`src/rtl/cmp_pkg.sv`:
```
package cmp_pkg;

    localparam int COND_W = 4;

    typedef enum logic [COND_W-1:0] {
        C_EQ  = 4'd0,
        C_NE  = 4'd1,
        C_LT  = 4'd2,
        C_LTU = 4'd3,
        C_LE  = 4'd4,
        C_LEU = 4'd5,
        C_GT  = 4'd6,
        C_GTU = 4'd7,
        C_GE  = 4'd8,
        C_GEU = 4'd9
    } cond_e;

    localparam cond_e SHORT_LAST = C_LEU;
    localparam cond_e WIDE_LAST  = C_GEU;

    typedef enum logic [2:0] {
        REL_EQ,
        REL_NE,
        REL_LT,
        REL_LE,
        REL_GT,
        REL_GE
    } rel_kind_e;

    typedef struct packed {
        logic      legal;
        logic      unsigned_rel;
        rel_kind_e kind;
    } cond_info_t;

    function automatic logic cond_is_unsigned(input cond_e c);
        return (c == C_LTU) || (c == C_LEU) || (c == C_GTU) || (c == C_GEU);
    endfunction

    function automatic logic cond_in_range(input logic [COND_W-1:0] c, input logic wide);
        return wide ? (c <= WIDE_LAST) : (c <= SHORT_LAST);
    endfunction

endpackage

```
`src/rtl/cmp_cond_decode.sv`:
```
module cmp_cond_decode
    import cmp_pkg::*;
(
    input  logic [COND_W-1:0] cond_code,
    input  logic              wide_mode,
    output cond_info_t        info
);

    always_comb begin
        info.legal        = cond_in_range(cond_code, wide_mode);
        info.unsigned_rel = cond_is_unsigned(cond_e'(cond_code));
        case (cond_e'(cond_code))
            C_EQ:          info.kind = REL_EQ;
            C_NE:          info.kind = REL_NE;
            C_LT, C_LTU:   info.kind = REL_LT;
            C_LE, C_LEU:   info.kind = REL_LE;
            C_GT, C_GTU:   info.kind = REL_GT;
            C_GE, C_GEU:   info.kind = REL_GE;
            default:       info.kind = REL_EQ;
        endcase
    end

endmodule

```
`src/rtl/cmp_operand_sel.sv`:
```
module cmp_operand_sel #(
    parameter int DATA_W = 32,
    parameter int IMM_W  = 16
) (
    input  logic              wide_mode,
    input  logic              use_imm,
    input  logic              unsigned_rel,
    input  logic [DATA_W-1:0] src_b,
    input  logic [IMM_W-1:0]  imm,
    output logic [DATA_W-1:0] operand
);

    logic [DATA_W-1:0] imm_ext;

    generate
        if (DATA_W > IMM_W) begin : g_extend
            localparam int PAD_W = DATA_W - IMM_W;
            logic fill_bit;
            assign fill_bit = unsigned_rel ? 1'b0 : imm[IMM_W-1];
            assign imm_ext  = {{PAD_W{fill_bit}}, imm};
        end else begin : g_truncate
            logic unused_sel;
            assign unused_sel = unsigned_rel;
            assign imm_ext    = imm[DATA_W-1:0];
        end
    endgenerate

    assign operand = (wide_mode && use_imm) ? imm_ext : src_b;

endmodule

```
`src/rtl/cmp_relation_eval.sv`:
```
module cmp_relation_eval
    import cmp_pkg::*;
#(
    parameter int DATA_W = 32
) (
    input  logic [DATA_W-1:0] lhs,
    input  logic [DATA_W-1:0] rhs,
    input  logic              unsigned_rel,
    input  rel_kind_e         kind,
    output logic              hit
);

    localparam int EXT_W = DATA_W + 1;

    logic [EXT_W-1:0] lhs_x;
    logic [EXT_W-1:0] rhs_x;
    logic             less;
    logic             same;

    assign lhs_x = {~unsigned_rel & lhs[DATA_W-1], lhs};
    assign rhs_x = {~unsigned_rel & rhs[DATA_W-1], rhs};
    assign less  = $signed(lhs_x) < $signed(rhs_x);
    assign same  = (lhs == rhs);

    always_comb begin
        case (kind)
            REL_EQ:  hit = same;
            REL_NE:  hit = ~same;
            REL_LT:  hit = less;
            REL_LE:  hit = less | same;
            REL_GT:  hit = ~(less | same);
            REL_GE:  hit = ~less;
            default: hit = 1'b0;
        endcase
    end

endmodule

```
`src/rtl/cmp_mask_unit.sv`:
```
module cmp_mask_unit
    import cmp_pkg::*;
#(
    parameter int DATA_W = 32,
    parameter int IMM_W  = 16,
    parameter int IDX_W  = 5
) (
    input  logic              clk,
    input  logic              rst,
    input  logic              in_valid,
    input  logic              wide_mode,
    input  logic [COND_W-1:0] cond_code,
    input  logic [DATA_W-1:0] src_a,
    input  logic [DATA_W-1:0] src_b,
    input  logic              use_imm,
    input  logic [IMM_W-1:0]  imm,
    input  logic [IDX_W-1:0]  dest_idx,
    output logic              out_valid,
    output logic              wr_en,
    output logic [IDX_W-1:0]  wr_idx,
    output logic [DATA_W-1:0] wr_data,
    output logic              illegal
);

    cond_info_t        info;
    logic [DATA_W-1:0] rhs;
    logic              hit;
    logic              dest_is_zero;

    cmp_cond_decode u_decode (
        .cond_code (cond_code),
        .wide_mode (wide_mode),
        .info      (info)
    );

    cmp_operand_sel #(.DATA_W(DATA_W), .IMM_W(IMM_W)) u_opsel (
        .wide_mode    (wide_mode),
        .use_imm      (use_imm),
        .unsigned_rel (info.unsigned_rel),
        .src_b        (src_b),
        .imm          (imm),
        .operand      (rhs)
    );

    cmp_relation_eval #(.DATA_W(DATA_W)) u_eval (
        .lhs          (src_a),
        .rhs          (rhs),
        .unsigned_rel (info.unsigned_rel),
        .kind         (info.kind),
        .hit          (hit)
    );

    assign dest_is_zero = (dest_idx == '0);

    always_ff @(posedge clk) begin
        if (rst) begin
            out_valid <= 1'b0;
            wr_en     <= 1'b0;
            wr_idx    <= '0;
            wr_data   <= '0;
            illegal   <= 1'b0;
        end else begin
            out_valid <= in_valid;
            if (in_valid && info.legal) begin
                wr_en   <= ~(wide_mode & dest_is_zero);
                wr_idx  <= wide_mode ? dest_idx : '0;
                wr_data <= {DATA_W{hit}};
                illegal <= 1'b0;
            end else begin
                wr_en   <= 1'b0;
                wr_idx  <= '0;
                wr_data <= '0;
                illegal <= in_valid;
            end
        end
    end

    // result is always a full mask
    a_r1_full_mask: assert property (@(posedge clk) disable iff (rst)
        out_valid |-> (wr_data == '0 || wr_data == '1));

    // short-mode writes land on index 0
    a_r2_short_to_zero: assert property (@(posedge clk) disable iff (rst)
        (out_valid && !$past(wide_mode)) |-> (wr_idx == '0));

    // an illegal code never writes
    a_r5_illegal_no_write: assert property (@(posedge clk) disable iff (rst)
        illegal |-> (!wr_en && wr_data == '0));

    // wide-mode target of register zero is dropped
    a_r8_zero_dest_dropped: assert property (@(posedge clk) disable iff (rst)
        (in_valid && wide_mode && dest_idx == '0) |=> !wr_en);

    // one-cycle alignment of valid
    a_r9_valid_follows: assert property (@(posedge clk) disable iff (rst)
        in_valid |=> out_valid);
    a_r9_idle_quiet: assert property (@(posedge clk) disable iff (rst)
        !out_valid |-> (!wr_en && !illegal && wr_data == '0));

endmodule

```
`config.mk`:
```
export PLATFORM = sky130hd
export DESIGN_NAME = cmp_mask_unit
export DESIGN_NICKNAME = d
export VERILOG_FILES = /design/src/rtl/cmp_pkg.sv /design/src/rtl/cmp_cond_decode.sv /design/src/rtl/cmp_operand_sel.sv /design/src/rtl/cmp_relation_eval.sv /design/src/rtl/cmp_mask_unit.sv
export SDC_FILE = /design/constraint.sdc
export NUM_CORES = 1
export LEC_CHECK = 0
export ABC_AREA = 1
export BUFFER_PORTS_ARGS = -buffer_cell sky130_fd_sc_hd__buf_2
export CORE_MARGIN = 5
export CORE_UTILIZATION = 46
export DETAILED_ROUTE_END_ITERATION = 10
export GPL_TIMING_DRIVEN = 0
export PLACE_DENSITY = 0.9
export SYNTH_ARGS = -nofsm -noshare
export SYNTH_HDL_FRONTEND = slang
export SYNTH_SLANG_ARGS = --single-unit
```
`constraint.sdc`:
```
create_clock -name clk -period 4.6 [get_ports clk]
set_input_delay 0.23 -clock clk [delete_from_list [all_inputs] [get_ports clk]]
set_output_delay 0.23 -clock clk [all_outputs]
set_load 0.02 [all_outputs]
```
==> flow_summary.yaml, run 1 <==
grt:
  grt_max_degree: 33
  grt_overflow: 0
  grt_pass1_vias: 2221
  grt_usage: 0.191
  grt_pass1_wl_mm: 8.65
  antenna_found_initial: 0
worst_setup_path:
  cpPeakStageDelay_ns: 0.35
  critPathTopFamily: "simple AND/OR/NAND/NOR gates"
  worst-path-buf-inv: 4
  critical_path.cell_chain: "buf_2 -> nor2_1 -> inv_1 -> nor2_1 -> nor3_1 -> inv_1 -> nand2_1 -> nand2_1 -> clkbuf_1 -> o21ai_0 -> ha_1 -> nand2_1 -> nor2_1 -> nand2_1 -> nor2_2 -> nand2_1 -> nand2_1 -> nor2_2 -> nand2_2 -> nand2_1 -> nand3_1 -> nand2_1 -> nor2_1 -> a21oi_1"
  required_ns: 4.72
  cpMostUsedCell: "nand2_1"
  worst_setup_path_start_kind: "input port"
  arrival_ns: 2.88
  cp-end-kind: "register"
  crit_slowest_cell: "ha_1"
  crit_path_max_fanout: 10
  crit_type: "input port to register"
clock_network:
  cts.repair.resized: 0
  clockRootBuffer: "clkbuf_8"
  post_cts_buffers: 0
  clk_pin_slew_ns: 0.04
  clockBufferDepth: 2
  numCtsBuffers: 3
  tritoncts: "done"
  cts_max_level: 1
  cts.sinks: 9
  hold_buffers: 0
synth:
  synth_top_family_by_area: "simple AND/OR/NAND/NOR gates"
  synthSimpleGateAreaFrac: 0.296
  synth_adder_area_share: 0.231
  syn_area_mm2: 0.00190
  synth.mux.area_fraction: 0.0791
  seq_area_frac_synth: 0.0949
  synth.distinct_cells: 22
  syn_area_per_cell_um2: 6.44
  synth_xor_xnor_area_share: 0
  synth_seq_cells: 9
  synth_compound_area_frac: 0.101
  synth_warnings: 0
  syn-num-nets: 424
  syn_inst: 295
routing:
  ant_nets: 0
  drcViolationCount: 0
  first_pass_iters: 4
  wl_per_cell_um: 11.4
  drtIter0Drc: 46
  vias: 2296
  wirelength_mm: 5.52
  via_per_inst: 4.76
power_and_ir_drop:
  power_uw: 450
  p_int_uw: 268
  p_leak_nw: 1.75
  p_clk_frac: 0.203
  sw_frac_of_total: 0.406
  p_per_area_mw_per_mm2: 169
  power_frac_comb: 0.607
  p_seq_frac: 0.190
  p_sw_uw: 183
  irDropWorstVdd_mv: 0.273
cells_and_area:
  nNetsFinal: 562
  syn_to_final_growth_pct: 40.7
  drive_gt1_frac: 0.405
  antenna_cells: 0
timing:
  timing.hold.ws_ns: 0.185
  fmax_ghz: 0.363
  setup_viol: 0
  relSlewSlack: 0.392
  worst_pin_slew_ns: 0.910
  fin_crit_ns: 2.76
  setup_slack_ns: 1.84
  slew_viol_final: 0
  tns_ns: 0
  finalCritPeriodShare: 0.599
  hold_viol: 0
  rsz0062_at_grt: "false"
floorplan:
  die_w_um: 74.3
  initial_core_util: 0.475
  rows: 23
  io_pins: 134
  die_h_um: 74.3
  die_area_mm2: 0.00551
  core_area_mm2: 0.00400
run:
  cap_violations: 0
place:
  place_ws_ns: 1.62
  dpl.hpwl_mm: 4.88
  portBuffers: 133
  place_congestion: 0.843
worst_hold_path:
  hold_path.class: "input port to register"
outcome:
  outcome: "complete, no violations"
## kinds of logic (layout without fill, tap and decap cells)
family / Yosys count / count (layout)
compound gates: 37 / 37
fa+ha+maj: 35 / 35
buf+inv: 69 / 206
flops: 9 / 9
mux: 15 / 15
simple gates: 130 / 130
## area by class of cell
type                    instances  area [µm²]
multi-input cells             217        1340
fillers                       366        1330
clock buffers                   4        45.0
well taps                      50        62.6
plain buffers                  34         245
repair buffers                133         666
flip-flops and latches          9         180
inverters                      35         131
## cells in the mapped netlist
cell type,n,area share
inv_1,35,0.069
dfxtp_1,9,0.095
mux2i_1,15,0.079
nor2_1,22,0.043
or2_2,1,0.0033
ha_1,35,0.23
a21boi_0,1,0.0040
nor3_1,4,0.011
nand4_1,11,0.036
buf_4,31,0.12
nor4_1,4,0.013
buf_2,1,0.0026
nand2_1,73,0.14
a21oi_1,16,0.042
nor2_2,3,0.0099
a31oi_1,1,0.0033
nand2_2,3,0.0099
nor4b_1,1,0.0046
a21o_1,1,0.0040
clkbuf_1,2,0.0040
nand3_1,8,0.021
o21ai_0,18,0.047
## registers in the layout, indices dropped and copies added, names as in the netlist
signal and flops:
wr_en 1, illegal 1, out_valid 1, wr_idx 5, wr_data 1
## placed cells by master, fill, tap and decap left out, drive strengths merged
cell type / n
buf: 165
nand2: 76
inv: 35
ha: 35
nor2: 25
o21ai: 18
a21oi: 16
mux2i: 15
nand4: 11
dfxtp: 9
nand3: 8
clkbuf: 6
nor3: 4
nor4: 4
or2: 1
a31oi: 1
a21o: 1
a21boi: 1
nor4b: 1
## power by group through the flow
stage               clock network [mW]  logic (mW)  registers [mW]
finish                          0.0915       0.273          0.0855
global route                    0.0989       0.309          0.0863
floorplan                            0       0.178          0.0898
CTS                             0.0922       0.275          0.0857
global placement                     0       0.264          0.0867
detailed placement                   0       0.273          0.0869
## routing by layer
layer,track usage,vias to the layer above,wire length [µm]
li1,-,1231,-
met1,0.214,981,2100
met2,0.373,74,2900
met3,0.0311,10,435
met4,0.0455,0,76
met5,0,-,0
## metrics by stage
stage / utilization / area [µm²] / instances
after floorplan: - / 1900 / 295
after global placement: 0.657 / 2630 / 478
after detailed placement: 0.657 / 2630 / 478
after CTS: 0.668 / 2670 / 482
after global routing: 0.668 / 2670 / 482
final: 0.668 / 2670 / 482
## final timing paths
kind / start / to / slack (ns) / cells after the start
max: cond_code[1] / wr_data[0] / 1.84 / 24
min: rst / out_valid / 0.19 / 2
No activity file was read; power rests on OpenSTA's default activity.
==> inputs of run 2 (changes only) <==
- CORE_UTILIZATION: 46 -> 38
- PLACE_DENSITY: 0.9 -> 0.79
- clock period: 4.6 -> 2.3 ns (I/O delays scaled with it)
==> run 2 against run 1 <==
  * The flow now finishes with violations (setup timing)
  * Clock power grew 93%
  * Sequential cell count is the same
  * Non-clock buffer count up 12
  * First-iteration DRC count up 80%
  * Critical path depth did not move
  * Via count grew 1.9%
  * Worst hold slack lost 0.11 ns
  * Global-route usage is 2.0 points lower
  * Count of clock-buffer cells in the layout unchanged
  * Utilization decreased by 3.3 points
  * Combinational power increased by 140%
  * Highest routed layer unchanged
==> flow_summary.yaml, run 2 (synthesized netlist as in run 1, its figures left out) <==
outcome:
  outcome: "finished with violations"
  violations: "setup timing"
timing:
  rsz0062_at_grt: "true"
  setup_slack_ns: -0.0461
  hold_viol: 0
  finalCritPeriodShare: 1.02
  fmax_ghz: 0.426
  fin_crit_ns: 2.35
  tns_ns: -0.0461
  slew_viol_final: 0
  worst_pin_slew_ns: 0.939
  relSlewSlack: 0.373
  setup_viol: 1
worst_hold_path:
  hold_path.class: "input port to register"
  hold_start: "rst"
  whs_endpoint: "out_valid"
  hold_path_depth: 2
floorplan:
  die_h_um: 80.7
  io_pins: 134
  rows: 25
  die_area_mm2: 0.00651
  initial_core_util: 0.397
  die_w_um: 80.7
  core_area_mm2: 0.00479
cells_and_area:
  drive_gt1_frac: 0.518
  multiInputGateArea_mm2: 0.00155
  fillers: 442
  final_cell_mix: "131 x buf_2, 60 x nand2_1, 42 x buf_4, 34 x ha_1, 28 x inv_1"
  final_area_mm2: 0.00304
  syn_to_final_growth_pct: 59.9
  final_common_cell: "buf_2"
  register_area_um2: 180
  nNetsFinal: 574
  largest_reg_flops: 5
  stdcell_count: 511
  top_register: "wr_idx"
  antenna_cells: 0
power_and_ir_drop:
  irDropWorstVdd_mv: 0.343
  p_per_area_mw_per_mm2: 332
  p_leak_nw: 1.88
clock_network:
  numCtsBuffers: 3
  cts_max_level: 1
  clockRootBuffer: "clkbuf_8"
  cts.sinks: 9
  clockBufferDepth: 2
  tritoncts: "done"
  clk_pin_slew_ns: 0.04
grt:
  grt_overflow: 0
  grt_max_degree: 33
  grt_pass1_vias: 2183
  grt_usage: 0.171
  grt_pass1_wl_mm: 9.23
  antenna_found_initial: 0
routing:
  vias: 2340
  ant_nets: 0
  wl_per_cell_um: 12.1
  drcViolationCount: 0
  via_per_inst: 4.58
  wirelength_mm: 6.17
  first_pass_iters: 4
  drtIter0Drc: 83
worst_setup_path:
  crit_type: "input port to register"
  required_ns: 2.42
  worst_setup_path_start_kind: "input port"
  cp-end-kind: "register"
  crit_path_max_fanout: 5
  arrival_ns: 2.46
place:
  place_inst: 495
  place_ws_ns: -0.575
  place_congestion: 0.872
  post_dp_cell_area_mm2: 0.00266
  dpl.hpwl_mm: 4.98
  portBuffers: 133
run:
  cap_violations: 0
run 2: cell count changes in the layout (fill, tap and decap cells not counted), sizes merged:
cell / delta
clkbuf: -2
buf: +14
run 2: where the power goes:
group	total, mW	switching [mW]	leakage, nW	internal (mW)
clock	0.177	0.0563	0.0228	0.120
combinational	0.660	0.349	1.78	0.310
sequential	0.172	0.00976	0.0733	0.162
total	1.01	0.415	1.88	0.593
run 2: final cells by class:
cell class / instances / share of cell area
repair buffers: 145 / 0.259
clock buffers: 4 / 0.0148
flip-flops and latches: 9 / 0.0593
inverters: 35 / 0.0449
plain buffers: 34 / 0.0857
multi-input cells: 217 / 0.509
well taps: 67 / 0.0276
run 2: per-stage QoR:
step	util	power (mW)	hold WS, ns
2_1_floorplan	-	0.540	0.187
5_1_grt	0.635	1.10	0.0870
6_report	0.635	1.01	0.0735
3_3_place_gp	0.556	0.710	0.306
4_1_cts	0.587	0.940	0.0707
3_5_place_dp	0.556	0.723	0.310
run 2: worst max-delay path by stage:
stage                  from    endpoint  cells after the start  slack, ns
3_3_place_gp      wide_mode  wr_data[0]                     18      -0.55
5_1_grt        cond_code[3]  wr_data[0]                     24      -0.18
2_1_floorplan  cond_code[1]  wr_data[0]                     23       0.01
4_1_cts        cond_code[1]  wr_data[0]                     24     0.0003
6_report       cond_code[3]  wr_data[0]                     24      -0.05
3_5_place_dp      wide_mode  wr_data[0]                     19      -0.57
run 2: per-layer routing:
metal | wire, µm | global-route usage
met2 | 3250 | 0.317
met1 | 2480 | 0.210
met4 | 78 | 0.0304
met5 | 0 | 0
met3 | 361 | 0.0247
run 2: critical path: stages:
cell and delay, ns:
buf_8 0.10, nor2_4 0.10, inv_2 0.05, nor2_4 0.13, nor3_4 0.05, inv_2 0.06
nand2_2 0.06, nand2_4 0.13, o21ai_4 0.07, or2_4 0.26, ha_4 0.30, nand2_4 0.06
nor2_4 0.12, nand2_4 0.08, nor2_4 0.13, nand2_2 0.06, nand2_2 0.07, nor2_4 0.05
nand2_2 0.07, nand2_2 0.08, nand3_2 0.06, nand2_1 0.06, nor2_2 0.12, a21oi_2 0.06
run 2: what timing repair did:
item / 4_1_cts / 5_1_grt
cloned: 1 / 0
pin swaps: 8 / 38
buffers inserted: 5 / 6
setup endpoints to repair: 1 / 1
hold buffers: 0 / 0
gates resized for setup: 26 / 58
